**src/rtl/ldf_pkg.sv**
```systemverilog
package ldf_pkg;

  // Width of an index over n items (at least one bit).
  function automatic int idx_w(input int n);
    return (n > 1) ? $clog2(n) : 1;
  endfunction

  // Width of a counter able to hold the value maxv.
  function automatic int cnt_w(input int maxv);
    return (maxv > 0) ? $clog2(maxv + 1) : 1;
  endfunction

endpackage

```
**src/rtl/ldf_queue_bank.sv**
```systemverilog
module ldf_queue_bank #(
  parameter int NQ     = 8,
  parameter int BLK    = 4,
  parameter int CAP    = 19,
  parameter int THRESH = 16,
  parameter int DCW    = 12,
  localparam int QW    = ldf_pkg::idx_w(NQ),
  localparam int OW    = ldf_pkg::cnt_w(CAP + BLK),
  localparam int DFW   = ldf_pkg::cnt_w(THRESH)
) (
  input  logic              clk,
  input  logic              rst_n,
  input  logic              rd_valid,
  input  logic [QW-1:0]     rd_qid,
  input  logic              fill_valid,
  input  logic [QW-1:0]     fill_qid,
  input  logic              xfer,
  input  logic [QW-1:0]     xfer_qid,
  output logic [NQ*OW-1:0]  occ_flat,
  output logic [NQ-1:0]     active,
  output logic [NQ*DFW-1:0] def_flat,
  output logic              uf_evt,
  output logic              of_evt
);

  localparam int SW = OW + 1;

  logic [NQ-1:0] uf_vec;
  logic [NQ-1:0] of_vec;

  for (genvar g = 0; g < NQ; g++) begin : g_q
    logic [OW-1:0]  occ_r;
    logic [DCW-1:0] dram_r;
    logic [DCW-1:0] dram_nx;
    logic [SW-1:0]  sum;
    logic           hit_rd;
    logic           hit_fill;
    logic           hit_xfer;
    logic           over;

    always_comb begin
      hit_rd   = rd_valid   && (rd_qid   == QW'(g));
      hit_fill = fill_valid && (fill_qid == QW'(g));
      hit_xfer = xfer       && (xfer_qid == QW'(g));
      sum = SW'(occ_r);
      if (hit_xfer)                 sum = sum + SW'(BLK);
      if (hit_rd && occ_r != '0)    sum = sum - SW'(1);
      over = (sum > SW'(CAP));
      dram_nx = dram_r;
      if (hit_fill) dram_nx = dram_nx + DCW'(BLK);
      if (hit_xfer) dram_nx = dram_nx - DCW'(BLK);
    end

    always_ff @(posedge clk or negedge rst_n) begin
      if (!rst_n) begin
        occ_r  <= '0;
        dram_r <= '0;
      end else begin
        occ_r  <= over ? OW'(CAP) : sum[OW-1:0];
        dram_r <= dram_nx;
      end
    end

    assign active[g]                = (dram_r != '0);
    assign occ_flat[g*OW +: OW]     = occ_r;
    assign def_flat[g*DFW +: DFW]   = (active[g] && occ_r < OW'(THRESH))
                                      ? (DFW'(THRESH) - DFW'(occ_r)) : '0;
    assign uf_vec[g]                = hit_rd && (occ_r == '0);
    assign of_vec[g]                = hit_xfer && over;
  end

  assign uf_evt = |uf_vec;
  assign of_evt = |of_vec;

endmodule

```
**src/rtl/ldf_argmax.sv**
```systemverilog
module ldf_argmax #(
  parameter int NQ   = 8,
  parameter int DFW  = 5,
  localparam int QW  = ldf_pkg::idx_w(NQ),
  localparam int P   = 1 << QW
) (
  input  logic [NQ*DFW-1:0] def_flat,
  output logic [QW-1:0]     best_qid,
  output logic [DFW-1:0]    best_def
);

  // Heap-ordered tree: node 1 is the root, leaves sit at P..2P-1.
  logic [DFW-1:0] nd [1:2*P-1];
  logic [QW-1:0]  ni [1:2*P-1];

  for (genvar l = 0; l < P; l++) begin : g_leaf
    if (l < NQ) begin : g_real
      assign nd[P+l] = def_flat[l*DFW +: DFW];
    end else begin : g_pad
      assign nd[P+l] = '0;
    end
    assign ni[P+l] = QW'(l);
  end

  // The left child always covers lower indices, so it wins ties.
  for (genvar i = 1; i < P; i++) begin : g_node
    logic pick_r;
    assign pick_r = nd[2*i+1] > nd[2*i];
    assign nd[i]  = pick_r ? nd[2*i+1] : nd[2*i];
    assign ni[i]  = pick_r ? ni[2*i+1] : ni[2*i];
  end

  assign best_def = nd[1];
  assign best_qid = ni[1];

endmodule

```
**src/rtl/ldf_slot_ctrl.sv**
```systemverilog
module ldf_slot_ctrl #(
  parameter int NQ   = 8,
  parameter int BLK  = 4,
  parameter int DFW  = 5,
  localparam int QW  = ldf_pkg::idx_w(NQ),
  localparam int SLW = ldf_pkg::idx_w(BLK)
) (
  input  logic           clk,
  input  logic           rst_n,
  input  logic [QW-1:0]  best_qid,
  input  logic [DFW-1:0] best_def,
  input  logic           fetch_ready,
  output logic           fetch_valid,
  output logic [QW-1:0]  fetch_qid,
  output logic           xfer
);

  logic slot_tick;

  if (BLK > 1) begin : g_cnt
    logic [SLW-1:0] slot_cnt;
    always_ff @(posedge clk or negedge rst_n) begin
      if (!rst_n)                          slot_cnt <= '0;
      else if (slot_cnt == SLW'(BLK - 1))  slot_cnt <= '0;
      else                                 slot_cnt <= slot_cnt + SLW'(1);
    end
    assign slot_tick = (slot_cnt == '0);
  end else begin : g_every
    assign slot_tick = 1'b1;
  end

  assign xfer = fetch_valid && fetch_ready;

  always_ff @(posedge clk or negedge rst_n) begin
    if (!rst_n) begin
      fetch_valid <= 1'b0;
      fetch_qid   <= '0;
    end else if (fetch_valid) begin
      if (fetch_ready) fetch_valid <= 1'b0;
    end else if (slot_tick && best_def != '0) begin
      fetch_valid <= 1'b1;
      fetch_qid   <= best_qid;
    end
  end

endmodule

```
**src/rtl/ldf_head_refill.sv**
```systemverilog
module ldf_head_refill #(
  parameter int NQ     = 8,
  parameter int BLK    = 4,
  parameter int CAP    = 19,
  parameter int THRESH = 16,
  parameter int DCW    = 12,
  localparam int QW    = ldf_pkg::idx_w(NQ),
  localparam int OW    = ldf_pkg::cnt_w(CAP + BLK)
) (
  input  logic             clk,
  input  logic             rst_n,
  input  logic             rd_valid,
  input  logic [QW-1:0]    rd_qid,
  input  logic             fill_valid,
  input  logic [QW-1:0]    fill_qid,
  output logic             fetch_valid,
  output logic [QW-1:0]    fetch_qid,
  input  logic             fetch_ready,
  output logic [NQ*OW-1:0] q_occ,
  output logic [NQ-1:0]    q_active,
  output logic             err_underflow,
  output logic             err_overflow
);

  localparam int DFW = ldf_pkg::cnt_w(THRESH);

  logic [NQ*DFW-1:0] def_flat;
  logic [QW-1:0]     best_qid;
  logic [DFW-1:0]    best_def;
  logic              xfer;
  logic              uf_evt;
  logic              of_evt;

  ldf_queue_bank #(
    .NQ(NQ), .BLK(BLK), .CAP(CAP), .THRESH(THRESH), .DCW(DCW)
  ) u_bank (
    .clk(clk), .rst_n(rst_n),
    .rd_valid(rd_valid), .rd_qid(rd_qid),
    .fill_valid(fill_valid), .fill_qid(fill_qid),
    .xfer(xfer), .xfer_qid(fetch_qid),
    .occ_flat(q_occ), .active(q_active), .def_flat(def_flat),
    .uf_evt(uf_evt), .of_evt(of_evt)
  );

  ldf_argmax #(.NQ(NQ), .DFW(DFW)) u_max (
    .def_flat(def_flat), .best_qid(best_qid), .best_def(best_def)
  );

  ldf_slot_ctrl #(.NQ(NQ), .BLK(BLK), .DFW(DFW)) u_slot (
    .clk(clk), .rst_n(rst_n),
    .best_qid(best_qid), .best_def(best_def),
    .fetch_ready(fetch_ready),
    .fetch_valid(fetch_valid), .fetch_qid(fetch_qid), .xfer(xfer)
  );

  always_ff @(posedge clk or negedge rst_n) begin
    if (!rst_n) begin
      err_underflow <= 1'b0;
      err_overflow  <= 1'b0;
    end else begin
      err_underflow <= err_underflow | uf_evt;
      err_overflow  <= err_overflow  | of_evt;
    end
  end

endmodule

```
**config.mk**
```make
export PLATFORM = sky130hd
export DESIGN_NAME = ldf_head_refill
export DESIGN_NICKNAME = d
export VERILOG_FILES = /design/src/rtl/ldf_pkg.sv /design/src/rtl/ldf_queue_bank.sv /design/src/rtl/ldf_argmax.sv /design/src/rtl/ldf_slot_ctrl.sv /design/src/rtl/ldf_head_refill.sv
export SDC_FILE = /design/constraint.sdc
export NUM_CORES = 1
export LEC_CHECK = 0
export BUFFER_PORTS_ARGS = -buffer_cell sky130_fd_sc_hd__buf_2
export CAP_MARGIN = 5
export CORE_UTILIZATION = 50
export DETAILED_ROUTE_END_ITERATION = 10
export GPL_ROUTABILITY_DRIVEN = 0
export MAX_ROUTING_LAYER = met4
export PLACE_DENSITY = 0.72
export SLEW_MARGIN = 40
export SYNTH_ARGS = -nofsm -noshare
export SYNTH_HDL_FRONTEND = slang
export SYNTH_HIERARCHICAL = 1
export SYNTH_SLANG_ARGS = --single-unit
export TNS_END_PERCENT = 10
```
**constraint.sdc**
```tcl
create_clock -name clk -period 8.37 [get_ports clk]
set_input_delay 0.4185 -clock clk [delete_from_list [all_inputs] [get_ports clk]]
set_output_delay 0.4185 -clock clk [all_outputs]
set_load 0.02 [all_outputs]
```
**Word level (Yosys, flattened, before mapping)**

Cells that the tools add are included.

- Register bits after elaboration: 144
- Input port bits: 11
- Output and inout bits: 54
- Logic and storage cells: 266

- $add $sub $neg: 41
- Magnitude comparators: 23
- Equal/unequal tests: 22
- Multiplexer cells: 66
- Bitwise logic cells: 3
- Reduce and logical (&&, ||, !) cells: 90

Operator list:

| kind | number |
|---|---|
| 12-bit two-way mux | 16 |
| 5-bit two-way mux | 23 |
| 12-bit by 3-bit adder with 12-bit output, second input constant | 8 |
| 6-bit two-way mux | 16 |
| 12-bit nonzero test | 8 |
| 12-bit by 3-bit subtractor with 12-bit output, second input constant | 8 |
| 1-bit logical AND | 58 |
| 5-bit by 3-bit adder with 6-bit output, second input constant | 8 |
| 6-bit by 5-bit greater-than comparator with 1-bit output, second input constant | 8 |
| 6-bit by 1-bit subtractor with 6-bit output, second input constant | 8 |
| 5-bit nonzero test | 9 |
| 5-bit logical NOT | 8 |
| 5-bit < comparator, second input constant | 8 |
| 5-bit subtractor, first input constant | 8 |
| 3-bit equality test, second input constant | 12 |
| 5-bit greater-than comparator | 7 |
| 3-bit by 2-bit equality test with 1-bit output, second input constant | 6 |
| 8-bit OR reduction | 2 |
| 3-bit by 1-bit equality test with 1-bit output, second input constant | 3 |
| 3-bit logical NOT | 3 |
| 1-bit two-way mux | 7 |
| 2-bit two-way mux | 3 |
| 3-bit two-way mux | 1 |
| 2-bit by 1-bit adder with 2-bit output, second input constant | 1 |
| other kinds (5) | 6 |

**Longest topological paths before layout**

- Depth after elaboration: 13
- Depth in mapped cells: 32
- Mapped depth without buffers: 30

**Hierarchy**

The synthesis kept the hierarchy.

Modules (own cells, without submodules):

| module | instances | cells each | area each (um^2) |
|---|---|---|---|
| ldf_queue_bank | 1 | 1389 | 11288.3 |
| ldf_argmax | 1 | 176 | 1440.1 |
| ldf_slot_ctrl | 1 | 21 | 267.8 |
| ldf_head_refill | 1 | 4 | 62.6 |

**Worst setup path before layout**

OpenSTA, ideal clock, no wires.

- Path kind: flip-flop to flip-flop
- Start: register u_bank.g_q[6].occ_r[2]
- End: register u_slot.fetch_qid[0]
- Library setup time: 0.128 ns
- Data arrival time: 6.204 ns
- Path slack: 2.039 ns
- Stages on the path, launching flop included: 30
- Buffers on the path: 3
- Clock period less this slack: 6.331 ns
- Path through: dfrtp_1 -> clkbuf_1 -> inv_1 -> ha_1 -> and2_1 -> ha_1 -> or3_1 -> nor2_1 -> inv_1 -> ha_1 -> a211oi_2 -> nor2_1 -> o32ai_4 -> mux2_4 -> ha_1 -> and4_1 -> a21oi_1 -> o31a_1 -> clkbuf_8 -> mux2i_1 -> ha_1 -> nor2b_1 -> o31ai_1 -> a21oi_1 -> clkbuf_8 -> and2_2 -> a211o_1 -> nor3_2 -> a21oi_2 -> mux2_1

- Word-level cells in the longest chain between the ends: 12
- Elaborated cells on any way between the ends: 16
- Classes of those cells: add/sub (1); order compare (4); mux (7); reduce/logical (4)

Ends and longest elaborated chain:

| what | RTL line | RTL |
|---|---|---|
| start: declaration | ldf_queue_bank.sv:32 | `logic [OW-1:0] occ_r;` |
| start signal: assignment | ldf_queue_bank.sv:59 | `occ_r <= over ? OW'(CAP) : sum[OW-1:0];` |
| 5-bit < comparator | ldf_queue_bank.sv:66 | `assign def_flat[g*DFW +: DFW] = (active[g] && occ_r < OW'(THRESH))` |
| 1-bit logical AND | ldf_queue_bank.sv:66 |  |
| 5-bit two-way mux (*) | ldf_queue_bank.sv:67 | `? (DFW'(THRESH) - DFW'(occ_r)) : '0;` |
| via def_flat[32] | ldf_head_refill.sv:27 | `logic [NQ*DFW-1:0] def_flat;` |
| 5-bit greater-than comparator | ldf_argmax.sv:28 | `assign pick_r = nd[2*i+1] > nd[2*i];` |
| 5-bit two-way mux (*) | ldf_argmax.sv:29 | `assign nd[i] = pick_r ? nd[2*i+1] : nd[2*i];` |
| 5-bit greater-than comparator | ldf_argmax.sv:28 |  |
| 5-bit two-way mux (*) | ldf_argmax.sv:29 |  |
| 5-bit greater-than comparator | ldf_argmax.sv:28 |  |
| 5-bit two-way mux (*) | ldf_argmax.sv:29 |  |
| via best_def[1] | ldf_head_refill.sv:29 | `logic [DFW-1:0] best_def;` |
| 5-bit nonzero test (*) | ldf_slot_ctrl.sv:40 | `end else if (slot_tick && best_def != '0) begin` |
| 1-bit logical AND (*) | ldf_slot_ctrl.sv:40 |  |
| 2-bit AND reduction (no line) (*) | - |  |
| end signal: assignment | ldf_slot_ctrl.sv:42 | `fetch_qid <= best_qid;` |
| end: declaration | ldf_slot_ctrl.sv:14 | `output logic [QW-1:0] fetch_qid,` |

Mark *: on every way through the listed nets, which the timed path passes. The rest lies on a longest branch.
A chain may end at the register's enable or synchronous reset.

**Worst setup path after layout**

- Start: register u_bank.g_q[6].occ_r[0]
- End: register u_slot.fetch_qid[0]

The elaborated chain is that of the path after synthesis.

==> metrics <==
status=completed; die outline height=163.6 µm; register area share after synthesis=0.2453; CP required=8.68 ns; top-count cell post-synth=nor2_1; crit path time final=7.275 ns; initial antenna violation count=0; Cell Count, Final, Fillers Out=1948; CTS tree=built; share of cells above drive strength 1=0.1032; row count=58; RSZ-0062 raised after global routing=false; routed len/inst=17.17 µm; Clock Path Buffers=2; distinct cell type count after synthesis=99; Ports=65; Post-CTS Setup Inserts=0; crit path max-delay cell type=a21oi_1; Worst Path Arrival=7.58 ns; Final Cycle Share=0.8692; Final WS setup=1.095 ns; Initial Util=0.5141; TritonRoute pass-1 iters=5; worst hold-check path type=primary input to asynchronous set/reset pin; Max Clock Skew=0.01424 ns; # hold bufs at CTS=0; largest net degree at the start of global routing=74; Main synth FF type=dfrtp_1; drc violations=0; H-tree levels=4; Die W=163.6 µm; max-slew violations=0; n_diodes=0; vias per std cell=6.007; final net count=1717; cts bufs inserted=17; crit path max fanout=11; fmax=137.5 MHz; Worst-Margin Slew=0.7869 ns; WHS=0.002549 ns; Setup violations, final=0; synth cell count leaders=nor2_1 (172), inv_1 (129), dfrtp_1 (128); Routed WL=33.45 mm; mapped cell area=13060 µm²; HPWL Detailed=24.62 mm; Place WS=1.296 ns; Cell Count Post-Placement=1916; clk_lat worst skew=0.44 ns; Port Buffers=64; Die ar.=26770 µm²; Worst Setup End Kind=flop; Final Hold Viols=0; number of global-route vias before repair=11090; clock root buffer=clkbuf_16; Slew Limit Headroom=0.4710; async set-reset flop share out of synthesis=1.000; total global-route track usage=0.2647; max cap viols=0; first-pass GRT wire length=55.47 mm; number of flops mapped to enable cells by yosys=0; setup TNS=0 ns; post-synth top area share=0.2453; CP dominant cell by count=ha_1; Resized Gates After CTS=0; Yosys reg bits=128; initial drt markers=1099; Area contributors post-synth=dfrtp_1 (25%), ha_1 (9.7%), xnor2_1 (7.7%); CP max stage delay=0.61 ns; Syn Nets=1702; Area Growth Syn to Fin=8.796%; Worst Reg-to-Reg Cells=28; Startpoint Class=flop; syn avg cell area=8.213 µm²; clock-pin slew on the worst setup and hold paths=0.06 ns; clk sinks=128; GR Overflow Total=0; # fillers=2314; Synth Instances=1590; routed via count=11700; Worst Setup Path Type=flop to flop; leading area contributor after synthesis=dfrtp_1; core box area=25400 µm²; number of warnings issued by yosys=6; antenna viol nets, final=0
## registers in the layout, summed over array words and instances (netlist names)
name / count
err_overflow: 1
u_slot/fetch_qid: 3
u_bank/g_q.occ_r: 40
u_bank/g_q.dram_r: 80
err_underflow: 1
u_slot/fetch_valid: 1
u_slot/g_cnt.slot_cnt: 2
## kinds of logic after synthesis
family | share of synthesized area
buf+inv | 0.06333
flops | 0.2453
xor+xnor | 0.1133
compound gates | 0.1464
fa+ha+maj | 0.09677
mux | 0.07138
simple gates | 0.2635
## routing by layer
layer	GRT usage	up-vias	wire length (µm)
li1	-	5672	-
met1	0.3416	5574	15260
met2	0.4183	392	15480
met3	0.03784	64	1811
met4	0.1006	0	906
met5	-	-	0
## through the flow
step           area (µm²)    util
3_5_place_dp        13540  0.5329
4_1_cts             14200  0.5590
6_report            14210  0.5594
2_1_floorplan       13060       -
5_1_grt             14210  0.5594
3_3_place_gp        13500  0.5317
## worst paths after layout
kind                                     startpoint                       end  slack [ns]
setup / recovery             u_bank/g_q[6].occ_r[0]       u_slot/fetch_qid[0]        1.09
hold / removal                                rst_n  u_bank/g_q[2].dram_r[10]       0.003
setup reg to reg             u_bank/g_q[6].occ_r[0]       u_slot/fetch_qid[0]        1.09
hold reg to reg            u_slot/g_cnt.slot_cnt[0]  u_slot/g_cnt.slot_cnt[0]        0.45
max in group asynchronous                     rst_n   u_bank/g_q[7].dram_r[8]        7.38
min in group clk                        fetch_ready        u_slot/fetch_valid        0.35
## layout make-up
class	instances	area [µm²]	share of cell area
Inverter	129	484.2	0.03408
Clock inverter	12	205.2	0.01444
Clock buffer	20	456.7	0.03214
Sequential cell	128	3203	0.2255
Tap cell	330	412.9	0.02906
Multi-Input combinational cell	1261	9085	0.6395
Timing Repair Buffer	68	360.3	0.02536
## cells in the final DEF, fill, tap and decap left out, types with 32 or more instances in the layout
| cell | instances |
|---|---|
| nand4_1 | 38 |
| a21oi_1 | 55 |
| ha_1 | 101 |
| buf_2 | 63 |
| dfrtp_1 | 128 |
| nor2_1 | 172 |
| xor2_1 | 54 |
| nor3_1 | 32 |
| xnor2_1 | 115 |
| o21ai_0 | 40 |
| nand3_1 | 56 |
| inv_1 | 129 |
| nand2_1 | 126 |
| mux2i_1 | 71 |
## critical path, delay by kind of cell, from the launching register on
family                   cells  cell delay, ns
AO/OA/AOI/OAI               11            2.78
adder cells (fa/ha/maj)      5            1.42
buffers and inverters        2            0.16
flip-flops                   1            0.39
multiplexers                 2            0.72
AND/OR/NAND/NOR              8            1.66
Power is not shown: default switching activity piles up to over one toggle a cycle in this logic, so the estimate is an artifact.
